==> src/rtl/pp_pkg.sv <==
package pp_pkg;
    typedef enum logic [1:0] {
        ST_IDLE = 2'd0,
        ST_LOOP = 2'd1,
        ST_ONCE = 2'd2
    } play_st_t;

    localparam logic [1:0] MODE_STOP = 2'd0;
    localparam logic [1:0] MODE_LOOP = 2'd1;
    localparam logic [1:0] MODE_ONCE = 2'd2;
endpackage

==> src/rtl/pp_mode_reg.sv <==
module pp_mode_reg (
    input  logic       clk,
    input  logic       rst_n,
    input  logic       wr_en,
    input  logic [1:0] wr_val,
    input  logic       self_clr,
    output logic [1:0] mode
);
    import pp_pkg::*;

    // bus write wins over the channel's own clear
    always_ff @(posedge clk or negedge rst_n) begin
        if (!rst_n)        mode <= MODE_STOP;
        else if (wr_en)    mode <= wr_val;
        else if (self_clr) mode <= MODE_STOP;
    end
endmodule

==> src/rtl/pp_pattern_mem.sv <==
module pp_pattern_mem #(
    parameter int ADDR_W = 6
) (
    input  logic              clk,
    input  logic              we,
    input  logic [ADDR_W-1:0] waddr,
    input  logic              wdata,
    input  logic [ADDR_W-1:0] raddr,
    output logic              rdata
);
    localparam int DEPTH = 1 << ADDR_W;

    logic store [DEPTH];

    always_ff @(posedge clk) begin
        if (we) store[waddr] <= wdata;
    end

    assign rdata = store[raddr];
endmodule

==> src/rtl/pp_play_fsm.sv <==
module pp_play_fsm #(
    parameter int IDX_W = 16
) (
    input  logic             clk,
    input  logic             rst_n,
    input  logic [1:0]       mode,
    input  logic [IDX_W-1:0] wrap,
    output logic [IDX_W-1:0] ptr,
    output logic             finish,
    output logic             running
);
    import pp_pkg::*;

    play_st_t         st, st_n;
    logic [IDX_W-1:0] ptr_n;
    logic [IDX_W:0]   ptr_inc;
    logic             at_last;
    logic             want_play;

    assign ptr_inc   = {1'b0, ptr} + {{IDX_W{1'b0}}, 1'b1};
    assign at_last   = ptr_inc >= {1'b0, wrap};
    assign want_play = (mode == MODE_LOOP) || (mode == MODE_ONCE);

    // state register
    always_ff @(posedge clk or negedge rst_n) begin
        if (!rst_n) begin
            st  <= ST_IDLE;
            ptr <= '0;
        end else begin
            st  <= st_n;
            ptr <= ptr_n;
        end
    end

    // next state and pointer
    always_comb begin
        st_n   = st;
        ptr_n  = ptr;
        finish = 1'b0;
        unique case (st)
            ST_IDLE: begin
                if (want_play) begin
                    st_n  = (mode == MODE_LOOP) ? ST_LOOP : ST_ONCE;
                    ptr_n = '0;
                end
            end
            ST_LOOP, ST_ONCE: begin
                if (st == ST_ONCE && mode == MODE_ONCE && at_last) begin
                    st_n   = ST_IDLE;
                    ptr_n  = '0;
                    finish = 1'b1;
                end else if (want_play) begin
                    st_n  = (mode == MODE_LOOP) ? ST_LOOP : ST_ONCE;
                    ptr_n = at_last ? '0 : ptr_inc[IDX_W-1:0];
                end else begin
                    st_n = ST_IDLE;
                end
            end
            default: st_n = ST_IDLE;
        endcase
    end

    // outputs
    always_comb begin
        running = (st != ST_IDLE);
    end
endmodule

==> src/rtl/pattern_player.sv <==
module pattern_player #(
    parameter int ADDR_W = 6,
    parameter int IDX_W  = 16
) (
    input  logic              clk,
    input  logic              rst_n,
    input  logic              mode_wr,
    input  logic [1:0]        mode_in,
    output logic [1:0]        mode_q,
    input  logic              out_en,
    input  logic [IDX_W-1:0]  wrap_idx,
    input  logic              mem_we,
    input  logic [ADDR_W-1:0] mem_addr,
    input  logic              mem_data,
    output logic              pulse_out,
    output logic              running
);
    logic [IDX_W-1:0] rd_ptr;
    logic             pass_done;
    logic             rd_bit;

    pp_mode_reg u_mode (
        .clk      (clk),
        .rst_n    (rst_n),
        .wr_en    (mode_wr),
        .wr_val   (mode_in),
        .self_clr (pass_done),
        .mode     (mode_q)
    );

    pp_play_fsm #(.IDX_W(IDX_W)) u_fsm (
        .clk     (clk),
        .rst_n   (rst_n),
        .mode    (mode_q),
        .wrap    (wrap_idx),
        .ptr     (rd_ptr),
        .finish  (pass_done),
        .running (running)
    );

    pp_pattern_mem #(.ADDR_W(ADDR_W)) u_mem (
        .clk   (clk),
        .we    (mem_we),
        .waddr (mem_addr),
        .wdata (mem_data),
        .raddr (rd_ptr[ADDR_W-1:0]),
        .rdata (rd_bit)
    );

    assign pulse_out = running & out_en & rd_bit;
endmodule

==> config.mk <==
export PLATFORM = sky130hd
export DESIGN_NAME = pattern_player
export DESIGN_NICKNAME = d
export VERILOG_FILES = /design/src/rtl/pp_pkg.sv /design/src/rtl/pp_mode_reg.sv /design/src/rtl/pp_pattern_mem.sv /design/src/rtl/pp_play_fsm.sv /design/src/rtl/pattern_player.sv
export SDC_FILE = /design/constraint.sdc
export NUM_CORES = 1
export LEC_CHECK = 0
export ABC_CLOCK_PERIOD_IN_PS = 3900
export BUFFER_PORTS_ARGS = -buffer_cell sky130_fd_sc_hd__clkbuf_2
export CORE_MARGIN = 2
export CORE_UTILIZATION = 30
export DETAILED_ROUTE_END_ITERATION = 12
export PLACE_DENSITY_LB_ADDON = 0.3
export SETUP_SLACK_MARGIN = 0.15
export SYNTH_ARGS = -nofsm -noshare
export SYNTH_HDL_FRONTEND = slang
export SYNTH_SLANG_ARGS = --single-unit
==> constraint.sdc <==
create_clock -name clk -period 3.9 [get_ports clk]
set_input_delay 0.585 -clock clk [delete_from_list [all_inputs] [get_ports clk]]
set_output_delay 0.585 -clock clk [all_outputs]
set_load 0.05 [all_outputs]
Word-level counts from Yosys, hierarchy flattened

Memories as Yosys holds them, arrays and structs flattened.
Index checks and enable logic that the tools add are counted.
Widths: inputs -> output; s select.

Register bits after elaboration: 20
Latch bits: 0
Memory bits (writable): 64
Memory bits (read-only): 0
Bits of input ports: 30
Output and inout port bits: 4
Memories kept: 1

Add/sub/neg operators: 1
Multipliers: 0
Divide/modulo/power cells: 0
Order comparisons: 1
Equality and inequality tests: 6
Shift-type cells: 0
Mux-type cells: 16
Bitwise gates (word level): 2
Reductions and logical operators: 9

Memory list:

| name        | words | width | rd ports | clocked after memory_dff | write ports | line                 | RTL |
|---|---|---|---|---|---|---|---|
| u_mem.store | 64    | 1     | 1        | 0                        | 1           | pp_pattern_mem.sv:13 | `logic store [DEPTH];` |

Operators with widths:

| kind                  | count |
|---|---|
| $mux 16               | 4 |
| $pmux 16 s2           | 1 |
| $add 16x1->17 const B | 1 |
| $ge 17x16->1          | 1 |
| $mux 2                | 6 |
| $reduce_bool 2->1     | 3 |
| $eq 2x1->1 const B    | 2 |
| $eq 2x2->1 const B    | 2 |
| $mux 1                | 4 |
| $pmux 2 s2            | 1 |
| $ne 3x1->1 const B    | 1 |
| $reduce_and 3->1      | 1 |
| $and 1x1->1           | 2 |
| $logic_and 1x1->1     | 2 |
| $logic_not 2->1       | 1 |
| $ne 2x1->1 const B    | 1 |
| $reduce_or 2->1       | 1 |
| $logic_or 1x1->1      | 1 |

Longest topological paths before layout

Depth after elaboration: 7
Gate-level depth with buffers: 14
Mapped depth without buffers: 12

Cells and area by module

From an unflattened synthesis, not the netlist that was laid out.

Cell total of the unflattened synthesis: 403
Area, all modules: 4670.7 um2

Modules (own cells, without submodules):

| module         | times used | cells an instance | area each (um2) | seq. area each (um2) |
|---|---|---|---|---|
| pp_pattern_mem | 1          | 203               | 2894.0          | 1921.8 |
| pp_play_fsm    | 1          | 191               | 1686.6          | 450.4 |
| pp_mode_reg    | 1          | 8                 | 83.8            | 50.0 |
| pattern_player | 1          | 1                 | 6.3             | 0.0 |

Worst setup path before layout

No wires, ideal clock.

Kind: flip-flop to flip-flop
From: reg u_fsm.ptr[1]
To: reg u_fsm.ptr[1]
Arrival time: 3.206 ns
Data required time: 3.773 ns
Path slack: 0.566 ns
Cell stages (with the launch flop): 14
Buffers on the path: 2
Clock period less this slack: 3.334 ns
Cell sequence: dfrtp_1 > clkbuf_1 > nand3_1 > or3_1 > or4_1 > xnor2_1 > ha_1 > nand3_1 > nor2_1 > o211ai_1 > a31oi_2 > o211a_1 > buf_6 > mux2_1

Longest elaborated chain between the ends: 6
Elaborated cells on any way between the ends: 9

Ends and longest elaborated chain:

| what                   | line              | RTL |
|---|---|---|
| from (decl)            | pp_play_fsm.sv:8  | `output logic [IDX_W-1:0] ptr,` |
| from (signal assigned) | pp_play_fsm.sv:31 | `ptr <= ptr_n;` |
| $add 16x1->17 *        | pp_play_fsm.sv:20 | `assign ptr_inc = {1'b0, ptr} + {{IDX_W{1'b0}}, 1'b1};` |
| $ge 17x16->1           | pp_play_fsm.sv:21 | `assign at_last = ptr_inc >= {1'b0, wrap};` |
| $mux 16                | pp_play_fsm.sv:54 | `ptr_n = at_last ? '0 : ptr_inc[IDX_W-1:0];` |
| $mux 16                | pp_play_fsm.sv:52 | `end else if (want_play) begin` |
| $mux 16                | pp_play_fsm.sv:48 | `if (st == ST_ONCE && mode == MODE_ONCE && at_last) begin` |
| $pmux 16 s2            | pp_play_fsm.sv:40 | `unique case (st)` |

Mark *: on every way between the ends. The rest lies on a longest branch, timed or not. The select of a mux whose other input is x is not followed.
A chain may end at the register's enable or synchronous reset.

Worst setup path after layout

From: reg u_fsm.ptr[0]
To: reg u_fsm.ptr[14]

The elaborated chain is that of the path after synthesis.

==> flow_summary.html <==
<table>
<tr><th>Metric</th><th>Value</th></tr>
<tr><th colspan="2">Run status</th></tr>
<tr><td>Result of the run</td><td>finished clean</td></tr>
<tr><th colspan="2">Timing</th></tr>
<tr><td>Total Negative Setup Slacks</td><td>0 ns</td></tr>
<tr><td>Actual slew at the worst max-slew pin</td><td>1.07 ns</td></tr>
<tr><td>Number of max-slew violations in the final report</td><td>0</td></tr>
<tr><td>Max-slew headroom at the worst pin</td><td>0.289</td></tr>
<tr><td>Post-layout worst setup margin</td><td>0.409 ns</td></tr>
<tr><td>Clock period minus final worst setup slack</td><td>3.49 ns</td></tr>
<tr><td>RSZ-0062 raised after global routing</td><td>true</td></tr>
<tr><td>Worst clock skew on the final layout</td><td>0.00492 ns</td></tr>
<tr><td>Final Hold Vio Count</td><td>0</td></tr>
<tr><td>Setup Viol. Count Final</td><td>0</td></tr>
<tr><td>Fmax</td><td>0.286 GHz</td></tr>
<tr><td>Period utilization</td><td>0.895</td></tr>
<tr><th colspan="2">Layout</th></tr>
<tr><td>Final-layout fill cell count</td><td>1523</td></tr>
<tr><td>Non-Filler Cell Area, Final</td><td>5230 um^2</td></tr>
<tr><td>Finished Layout Cells</td><td>622</td></tr>
<tr><td>Proportion of layout cells with a drive suffix above 1</td><td>0.173</td></tr>
<tr><td>Post-synthesis to final-layout area growth</td><td>14.4%</td></tr>
<tr><td>Ant diodes</td><td>0</td></tr>
<tr><td>Most frequent standard cell in the layout excluding fill and tap cells</td><td>sky130_fd_sc_hd__nor2_1</td></tr>
<tr><td>Core Util, Final</td><td>0.348</td></tr>
<tr><td>Final-stage net count</td><td>482</td></tr>
<tr><td>Highest-count cells in the layout ignoring fill and taps</td><td>sky130_fd_sc_hd__nor2_1, sky130_fd_sc_hd__edfxtp_1, sky130_fd_sc_hd__inv_1</td></tr>
<tr><th colspan="2">Place</th></tr>
<tr><td>Port Buffer Count</td><td>33</td></tr>
<tr><td>RePlAce Congestion</td><td>0.807</td></tr>
<tr><td>Estimated wirelength of the detail-placed design</td><td>6.92 mm</td></tr>
<tr><td>Standard cell area after detailed placement</td><td>4910 um^2</td></tr>
<tr><td>Worst slack at placement</td><td>0.251 ns</td></tr>
<tr><td>Number of placed instances with taps included</td><td>606</td></tr>
<tr><th colspan="2">Detailed routing</th></tr>
<tr><td>Final Routed Wirelength</td><td>9.91 mm</td></tr>
<tr><td>Number of vias per cell after detailed routing</td><td>4.98</td></tr>
<tr><td>Antenna-violating nets left</td><td>0</td></tr>
<tr><td>Violation count after the first detailed-route iteration</td><td>182</td></tr>
<tr><td>Drt first pass iters</td><td>6</td></tr>
<tr><td>Vias after detailed routing</td><td>3095</td></tr>
<tr><td>Wire length per cell</td><td>15.9 um</td></tr>
<tr><td>Total DRC errors in the routed layout</td><td>0</td></tr>
<tr><th colspan="2">Clocking</th></tr>
<tr><td>Root Buffer Master</td><td>sky130_fd_sc_hd__clkbuf_16</td></tr>
<tr><td>Clock H-tree levels</td><td>3</td></tr>
<tr><td>Clock-pin slew of the registers on the worst-case setup and hold paths</td><td>0.07 ns</td></tr>
<tr><td>CTS tree</td><td>yes</td></tr>
<tr><td># hold bufs at CTS</td><td>0</td></tr>
<tr><td>Clock tree sinks</td><td>84</td></tr>
<tr><td>Number of buffers created by CTS</td><td>9</td></tr>
<tr><td>Maximum root-to-sink buffer count</td><td>2</td></tr>
<tr><td>Worst skew pair latency</td><td>0.34 ns</td></tr>
<tr><td>Setup fix buffers added after clock tree synthesis</td><td>0</td></tr>
<tr><td>Post-cts sizing count</td><td>0</td></tr>
<tr><th colspan="2">Synth</th></tr>
<tr><td>Register bit count reported by yosys</td><td>84</td></tr>
<tr><td>Synthesized netlist cell count</td><td>396</td></tr>
<tr><td>Count of unique library cells instantiated by Yosys</td><td>48</td></tr>
<tr><td>Fraction of registers with async set/reset</td><td>0.238</td></tr>
<tr><td>Largest area contributor in the netlist</td><td>sky130_fd_sc_hd__edfxtp_1</td></tr>
<tr><td>Yosys Warn Count</td><td>0</td></tr>
<tr><td>Post-Synthesis Mean Instance Area</td><td>11.5 um^2</td></tr>
<tr><td>Total standard cell area after synthesis</td><td>4570 um^2</td></tr>
<tr><td>Proportion of synthesized chip area in sequential cells</td><td>0.530</td></tr>
<tr><td>Area share of the largest cell type after synthesis</td><td>0.421</td></tr>
<tr><td>Most area-consuming cells after synthesis</td><td>sky130_fd_sc_hd__edfxtp_1, sky130_fd_sc_hd__dfrtp_1, sky130_fd_sc_hd__mux4_2</td></tr>
<tr><td>Most used flip-flop cell after synthesis</td><td>sky130_fd_sc_hd__edfxtp_1</td></tr>
<tr><td>Number of enable-type register cells in the synthesized netlist</td><td>64</td></tr>
<tr><td>Post-synth net total</td><td>449</td></tr>
<tr><th colspan="2">Power</th></tr>
<tr><td>Leakage power total</td><td>1.91 nW</td></tr>
<tr><td>Peak supply drop</td><td>0.252 mV</td></tr>
<tr><td>Power per cell area</td><td>491 nW/um^2</td></tr>
<tr><th colspan="2">Critical path</th></tr>
<tr><td>Critical R2R Launch</td><td>u_fsm.ptr[0]</td></tr>
<tr><td>Critical path endpoint category</td><td>register</td></tr>
<tr><td>Capture instance of the worst register-to-register path</td><td>u_fsm.ptr[14]</td></tr>
<tr><td>Flop2flop setup slack</td><td>0.41 ns</td></tr>
<tr><td>Cell with the largest stage delay on the worst path</td><td>sky130_fd_sc_hd__or4_1</td></tr>
<tr><td>Critical Path Source</td><td>u_fsm.ptr[0]</td></tr>
<tr><td>Required time of the critical path</td><td>4.15 ns</td></tr>
<tr><td>Worst path arrival time</td><td>3.75 ns</td></tr>
<tr><td>Cell Chain, Critical Path</td><td>nand3_1, or3_1, or4_1, xnor2_1, ha_1, nand3_1, nor2_1, o211ai_1, a31oi_2, o211a_4, buf_4, mux2i_1</td></tr>
<tr><td>Critical path launch point type</td><td>register</td></tr>
<tr><td>Stage delay of the slowest cell on the critical path</td><td>0.52 ns</td></tr>
<tr><td>Critical setup path kind</td><td>register to register</td></tr>
<tr><td>Max Fanout on Critical Path</td><td>10</td></tr>
<tr><td>Most frequent cell on the critical path</td><td>sky130_fd_sc_hd__nand3_1</td></tr>
<tr><td>End of the critical path</td><td>u_fsm.ptr[14]</td></tr>
<tr><td>Register-to-Register Path Depth</td><td>12</td></tr>
<tr><th colspan="2">Die</th></tr>
<tr><td>Floorplan die area</td><td>16200 um^2</td></tr>
<tr><td>Overall die width</td><td>127 um</td></tr>
<tr><td>Core Footprint</td><td>15000 um^2</td></tr>
<tr><td>Number of I/O pins</td><td>34</td></tr>
<tr><td>Number of placement rows</td><td>45</td></tr>
<tr><td>Starting density of the core</td><td>0.304</td></tr>
<tr><td>Die boundary height</td><td>127 um</td></tr>
<tr><th colspan="2">Global routing</th></tr>
<tr><td>Number of global-route vias before repair</td><td>3191</td></tr>
<tr><td>All-layer global routing usage</td><td>0.129</td></tr>
<tr><td>Initial antenna violation count</td><td>0</td></tr>
<tr><td>Maximum number of pins on one net before global-route repair</td><td>65</td></tr>
<tr><td>Global-route wire length before repair</td><td>16.1 mm</td></tr>
<tr><td>Total grt overflow</td><td>0</td></tr>
<tr><th colspan="2">Hold path</th></tr>
<tr><td>Worst min-delay path class</td><td>input port to async pin</td></tr>
<tr><th colspan="2">Run</th></tr>
<tr><td>Max-cap violations</td><td>0</td></tr>
</table>
==> per-stage QoR <==
stage | total power [mW] | hold slack, ns
after floorplan | 1.56 | 0.289
after global placement | 1.69 | 0.532
after detailed placement | 1.70 | 0.530
after CTS | 2.58 | 0.234
after global routing | 2.68 | 0.269
final | 2.57 | 0.220
==> power by group <==
| group | total, mW | internal [mW] | switching [mW] |
|---|---|---|---|
| clock network | 0.871 | 0.502 | 0.369 |
| logic | 0.680 | 0.294 | 0.386 |
| registers | 1.01 | 0.989 | 0.0249 |
==> cells in the mapped netlist, types with 9 or more instances <==
| cell | instances |
|---|---|
| sky130_fd_sc_hd__nand3_1 | 10 |
| sky130_fd_sc_hd__clkbuf_1 | 9 |
| sky130_fd_sc_hd__inv_1 | 36 |
| sky130_fd_sc_hd__mux2i_1 | 20 |
| sky130_fd_sc_hd__edfxtp_1 | 64 |
| sky130_fd_sc_hd__xnor2_1 | 11 |
| sky130_fd_sc_hd__nor2_1 | 72 |
| sky130_fd_sc_hd__dfrtp_1 | 20 |
| sky130_fd_sc_hd__ha_1 | 23 |
| sky130_fd_sc_hd__nand2b_1 | 14 |
| sky130_fd_sc_hd__mux4_2 | 14 |
| sky130_fd_sc_hd__nand2_1 | 20 |
==> cells by family (layout without fill, tap and decap cells) <==
logic type	count (synthesis)	in the layout	share of synthesized area
simple gates	152	152	0.159
flops	84	84	0.530
buf+inv	51	89	0.0487
compound gates	39	39	0.0611
mux	35	35	0.115
fa+ha+maj	23	23	0.0630
xor+xnor	12	12	0.0230
==> how the worst min path moves through the flow <==
stage / end / slack (ns) / start
final: u_fsm.ptr[9] / 0.22 / rst_n
after global routing: u_fsm.ptr[9] / 0.27 / rst_n
after CTS: u_fsm.ptr[9] / 0.23 / rst_n
after detailed placement: u_fsm.ptr[0] / 0.53 / u_fsm.ptr[0]
after global placement: u_fsm.ptr[0] / 0.53 / u_fsm.ptr[0]
after floorplan: u_fsm.ptr[0] / 0.29 / rst_n
==> critical path: cells and delay by family (launching register included) <==
| family | cells | cell delay (ns) |
|---|---|---|
| adder cells (fa/ha/maj) | 1 | 0.28 |
| AO/OA/AOI/OAI | 3 | 0.71 |
| flip-flops | 1 | 0.45 |
| XOR/XNOR | 1 | 0.16 |
| buffers and inverters | 1 | 0.23 |
| multiplexers | 1 | 0.22 |
| AND/OR/NAND/NOR | 5 | 1.36 |
==> cell type report <==
cell class                      instances  area, um^2  share of cell area
Sequential cell                        84        2420               0.464
Inverter                               36         135              0.0259
Timing Repair Buffer                   37         199              0.0381
Clock inverter                          6        71.3              0.0136
Tap cell                              188         235              0.0450
Multi-Input combinational cell        261        1930               0.370
Clock buffer                           10         229              0.0438
==> metal layers <==
metal,track usage,vias up,routed length [um]
met5,0,-,0
met4,0.0368,0,139
met3,0.0302,13,281
met2,0.226,50,5110
met1,0.158,1535,4380
li1,-,1497,-
==> registers in the layout (all words and copies together) (netlist names) <==
name	count
u_mode.mode	2
u_fsm.st	2
u_fsm.ptr	16
u_mem.store	64
No activity file was read; power rests on OpenSTA's default activity.
